==> config.mk <==
export PLATFORM = sky130hd
export DESIGN_NAME = xport
export DESIGN_NICKNAME = d
export VERILOG_FILES = /design/src/rtl/xport_pkg.sv /design/src/rtl/xport_ctrl.sv /design/src/rtl/xport_dpath.sv /design/src/rtl/xport.sv
export SDC_FILE = /design/constraint.sdc
export NUM_CORES = 1
export LEC_CHECK = 0
export ABC_AREA = 1
export BUFFER_PORTS_ARGS = -buffer_cell sky130_fd_sc_hd__buf_4
export CAP_MARGIN = 20
export CELL_PAD_IN_SITES_DETAIL_PLACEMENT = 0
export CELL_PAD_IN_SITES_GLOBAL_PLACEMENT = 1
export CORE_MARGIN = 2
export CORE_UTILIZATION = 32
export DETAILED_ROUTE_END_ITERATION = 8
export GPL_ROUTABILITY_DRIVEN = 0
export PLACE_DENSITY_LB_ADDON = 0.1
export SETUP_SLACK_MARGIN = 0.3
export SLEW_MARGIN = 15
export SYNTH_ARGS = -nofsm -noshare
export SYNTH_HDL_FRONTEND = slang
export SYNTH_SLANG_ARGS = --single-unit
==> constraint.sdc <==
create_clock -name clk -period 1.58 [get_ports clk]
set_input_delay 0.316 -clock clk [delete_from_list [all_inputs] [get_ports clk]]
set_output_delay 0.316 -clock clk [all_outputs]
set_load 0.05 [all_outputs]
==> src/rtl/xport_pkg.sv <==
package xport_pkg;
  typedef enum logic [1:0] {
    PH_IDLE = 2'd0,
    PH_ADDR = 2'd1,
    PH_DATA = 2'd2
  } phase_t;

  // strobes from control to datapath
  typedef struct packed {
    logic latchReq;
    logic loadPtr;
    logic incPtr;
    logic capRead;
  } strobe_t;
endpackage

==> src/rtl/xport_ctrl.sv <==
module xport_ctrl
  import xport_pkg::*;
(
  input  logic    clk,
  input  logic    rst,
  input  logic    xferReq,
  input  logic    xferWrite,
  input  logic    xferExt,
  input  logic    ptrLoad,
  output strobe_t strb,
  output logic    busy,
  output logic    selDma,
  output logic    selExt,
  output logic    weOut
);
  phase_t phase, phaseNext;
  logic   curExt, curWrite;

  always_comb begin
    phaseNext = phase;
    unique case (phase)
      PH_IDLE: if (!ptrLoad && xferReq) phaseNext = PH_ADDR;
      PH_ADDR: phaseNext = PH_DATA;
      PH_DATA: phaseNext = PH_IDLE;
      default: phaseNext = PH_IDLE;
    endcase
  end

  always_ff @(posedge clk) begin
    if (rst) begin
      phase    <= PH_IDLE;
      curExt   <= 1'b0;
      curWrite <= 1'b0;
    end else begin
      phase <= phaseNext;
      if (strb.latchReq) begin
        curExt   <= xferExt;
        curWrite <= xferWrite;
      end
    end
  end

  always_comb begin
    strb.loadPtr  = (phase == PH_IDLE) && ptrLoad;
    strb.latchReq = (phase == PH_IDLE) && !ptrLoad && xferReq;
    strb.incPtr   = (phase == PH_DATA) && !curExt;
    strb.capRead  = (phase == PH_DATA) && !curWrite;
    busy          = (phase != PH_IDLE);
    selDma        = busy && !curExt;
    selExt        = busy && curExt;
    weOut         = (phase == PH_DATA) && curWrite;
  end
endmodule

==> src/rtl/xport_dpath.sv <==
module xport_dpath
  import xport_pkg::*;
#(
  parameter int ADDR_W = 24,
  parameter int DATA_W = 16,
  parameter int SUB_W  = 5,
  parameter int WORD_W = 5,
  localparam int EXT_W = SUB_W + WORD_W
) (
  input  logic              clk,
  input  logic              rst,
  input  strobe_t           strb,
  input  logic [ADDR_W-1:0] ptrLoadVal,
  input  logic [SUB_W-1:0]  extSub,
  input  logic [WORD_W-1:0] extWord,
  input  logic [DATA_W-1:0] hostWrData,
  input  logic [DATA_W-1:0] memRdData,
  output logic [ADDR_W-1:0] ptr,
  output logic [EXT_W-1:0]  extAddr,
  output logic [DATA_W-1:0] wrData,
  output logic [DATA_W-1:0] rdData,
  output logic              rdValid
);
  localparam logic [ADDR_W-1:0] ONE = ADDR_W'(1);

  always_ff @(posedge clk) begin
    if (rst) ptr <= '0;
    else if (strb.loadPtr) ptr <= ptrLoadVal;
    else if (strb.incPtr) ptr <= ptr + ONE;  // natural wrap
  end

  always_ff @(posedge clk) begin
    if (rst) begin
      extAddr <= '0;
      wrData  <= '0;
    end else if (strb.latchReq) begin
      extAddr <= {extSub, extWord};
      wrData  <= hostWrData;
    end
  end

  always_ff @(posedge clk) begin
    if (rst) begin
      rdData  <= '0;
      rdValid <= 1'b0;
    end else begin
      rdValid <= strb.capRead;
      if (strb.capRead) rdData <= memRdData;
    end
  end
endmodule

==> src/rtl/xport.sv <==
module xport
  import xport_pkg::*;
#(
  parameter int ADDR_W = 24,
  parameter int DATA_W = 16,
  parameter int SUB_W  = 5,
  parameter int WORD_W = 5,
  localparam int EXT_W = SUB_W + WORD_W
) (
  input  logic              clk,
  input  logic              rst,
  input  logic              ptrLoad,
  input  logic [ADDR_W-1:0] ptrLoadVal,
  input  logic              xferReq,
  input  logic              xferWrite,
  input  logic              xferExt,
  input  logic [SUB_W-1:0]  extSub,
  input  logic [WORD_W-1:0] extWord,
  input  logic [DATA_W-1:0] hostWrData,
  input  logic [DATA_W-1:0] memRdData,
  output logic              busy,
  output logic [ADDR_W-1:0] memAddr,
  output logic [EXT_W-1:0]  extAddr,
  output logic              memSel,
  output logic              extSel,
  output logic              memWe,
  output logic [DATA_W-1:0] memWrData,
  output logic [DATA_W-1:0] rdData,
  output logic              rdValid
);
  strobe_t strb;

  xport_ctrl u_ctrl (
    .clk(clk), .rst(rst), .xferReq(xferReq), .xferWrite(xferWrite),
    .xferExt(xferExt), .ptrLoad(ptrLoad), .strb(strb), .busy(busy),
    .selDma(memSel), .selExt(extSel), .weOut(memWe)
  );

  xport_dpath #(.ADDR_W(ADDR_W), .DATA_W(DATA_W), .SUB_W(SUB_W), .WORD_W(WORD_W)) u_dpath (
    .clk(clk), .rst(rst), .strb(strb), .ptrLoadVal(ptrLoadVal),
    .extSub(extSub), .extWord(extWord), .hostWrData(hostWrData),
    .memRdData(memRdData), .ptr(memAddr), .extAddr(extAddr),
    .wrData(memWrData), .rdData(rdData), .rdValid(rdValid)
  );
endmodule


==> reports/results.ini <==
[run_status]
outcome=complete, no violations

[placed_design]
hpwl_um=7800
dp_slack_ns=0.101
io_buffers=142

[clock_tree]
clkSinkCount=71
clk_latency_ns=0.34
clockBufferDepth=2
cts_root_buffer=clkbuf_8
cts.reportedPaths.clkPinSlew_ns=0.09
cts_made_buffers=9
cts_tree=done
htree_levels=3

[critical_path]
crit_path_start=u_dpath.ptr[0]
cp_max_fo=4
slowest_stage=dfxtp_4
cp.required_ns=1.80
worstSetupEndpointType=flip-flop
max_stage_delay_ns=0.39
crit_path_start_kind=flip-flop
criticalPathCategory=reg -> reg
path_cells=ha_4 > nand2_4 > nor2_4 > buf_6 > nand3_4 > xnor2_2 > o21bai_1 > a21oi_1
worstReg2RegStart=u_dpath.ptr[0]
reg2reg_slack_ns=0.12
cp.arrival_ns=1.68
critPathTopFamily=flip-flops
critical_path_buf_inv_count=1

[grt]
grt_overflow=0
grt_first_pass_wirelength_um=18100
grt_pass1_vias=3671
antenna_found_initial=0
grtUsageTotal_pct=20.0
grt_max_degree=34

[drt]
ant_nets=0
vias=3845
post_drt_wl_per_cell_um=14.8
via_per_inst=4.69
drtPass1Iterations=4
drt_iter0_drc=90
post-route-drc-count=0
wl_um=12100

[cells_and_area]
final_common_cell=buf_4
drive_above_1_share_pct=49.4
nets=752
num_antenna_cells=0
seq_area_um2=1500
postLayoutCoreUtil_pct=58.9
layout_common_cells=buf_4, nand2_1, nor2_1, inv_1, dfxtp_1
multiInputGateArea_um2=2090
fill_cells=993
syn_to_final_growth_pct=78.8

[yosys]
yosys.area.top_type=dfxtp_1
synth.area.mux_share_pct=0
synthCells=496
synth_area_leaders=dfxtp_1, nand2_1, nor2_1
synth_top_cell_area_share_pct=42.0
synth.distinct_cells=31
synth_area_um2=3380
syn_nets=569
synth_xor_xnor_area_share_pct=0.518
yosys.area_share.simple_pct=31.1
yosysSeqAreaShare_pct=42.0
ys_seq_elements=71
synth_compound_area_share_pct=16.5
ys_warn_count=0
synthAdderAreaFrac_pct=0.370
syn_area_per_cell_um2=6.82
synth_top_family_by_area=simple AND/OR/NAND/NOR gates

[timing]
period_needed_ns=1.46
fin_skew_ns=0.00727
setup-tns-final_ns=0
timing_hold_violations_final=0
setup_slack_ns=0.122
drv_slew=0
finalCritPeriodShare_pct=92.3
hold-worst-slack_ns=0.204
slew_headroom_pct=69.6
clock.fmax_mhz=686
setup_viol=0
rsz0062_at_grt=yes
worst_pin_slew_ns=0.456

[hold_path]
worstHoldStart=extWord[0]
hp-class=in -> reg

[floorplan]
fp-row-count=37
die_area_um2=11400
start_util_pct=32.9
die_w_um=107
ios=143
core_area_um2=10300
dieHeight_um=107

[job]
drv_cap=0

[power_and_ir_drop]
power.density_nw_per_um2=822
total_power_w=0.00497
p_leak_nw=2.65
ir_drop_uv=514

[what timing repair did]
action | CTS | global route
buffers inserted | 20 | 10
cloned | 2 | 7
endpoints found under the setup margin | 60 | 75
resized for setup | 77 | 136
hold buffers | 0 | 0
pin swaps | 20 | 34
[routing by layer]
metal / share of wire (%) / up-vias / global-route usage (%)
li1: - / 1965 / -
met1: 40 / 1743 / 23.0
met2: 51 / 120 / 34.7
met3: 7.6 / 17 / 6.50
met4: 2.1 / 0 / 7.42
met5: 0 / - / 0
[worst register-to-register path, delay by kind of cell, from the launching register on]
| kind | cells | cell delay, ns |
|---|---|---|
| compound gates | 2 | 0.20 |
| xor+xnor | 1 | 0.16 |
| fa+ha+maj | 1 | 0.15 |
| buf+inv | 1 | 0.13 |
| flops | 1 | 0.39 |
| simple gates | 3 | 0.32 |
[path summary, 6_finish.rpt]
check,cells past startpoint,end
hold reg to reg,2,u_dpath.rdData[13]
hold / removal,3,u_dpath.extAddr[0]
setup reg to reg,8,u_dpath.ptr[10]
setup / recovery,8,u_dpath.ptr[10]
[Yosys cell counts, drive strengths merged]
cell	number
nand3	31
nor2	92
nand2	105
dfxtp	71
o21bai	3
o21ai	56
xor2	1
nor3	10
clkbuf	11
a31oi	5
inv	53
clkinv	1
a21oi	31
a22oi	2
o211ai	7
nand3b	2
xnor2	1
buf	12
nand4	1
ha	1
[area by class of cell]
| class | count | share of cell area (%) |
|---|---|---|
| Multi-Input combinational cell | 348 | 34.5 |
| Timing Repair Buffer | 191 | 29.2 |
| Sequential cell | 71 | 24.9 |
| Inverter | 54 | 4.28 |
| Tap cell | 136 | 2.81 |
| Clock buffer | 10 | 2.27 |
| Clock inverter | 6 | 1.08 |
| Timing Repair inverter | 4 | 1.01 |
[cells by family (layout without fill, tap and decap cells)]
group	after synthesis	after routing
adders and majority gates	1	1
and+or+nand+nor	241	241
xor gates and xnor gates	2	2
DFF	71	71
buffers and inverters	77	265
AOI/OAI and AO/OA	104	104
[per-stage QoR]
step | area, um2 | instances
6_report | 6050 | 820
4_1_cts | 5430 | 803
5_1_grt | 6050 | 820
3_3_place_gp | 4740 | 765
2_1_floorplan | 3520 | 496
3_5_place_dp | 4740 | 765
[sequential cells by signal, indices dropped and copies added (netlist names)]
| register | count |
|---|---|
| u_ctrl.curExt | 1 |
| u_ctrl.curWrite | 1 |
| u_dpath.ptr | 24 |
| u_dpath.rdValid | 1 |
| u_dpath.wrData | 16 |
| u_dpath.rdData | 16 |
| u_ctrl.phase | 2 |
| u_dpath.extAddr | 10 |
[power breakdown]
group / internal [W] / switching [W] / leakage (nW)
sequential: 0.00189 / 0.000124 / 0.598
combinational: 0.000590 / 0.000804 / 1.95
clock: 0.000782 / 0.000782 / 0.104
total: 0.00326 / 0.00171 / 2.65
Power figures use the tool's default switching activity.
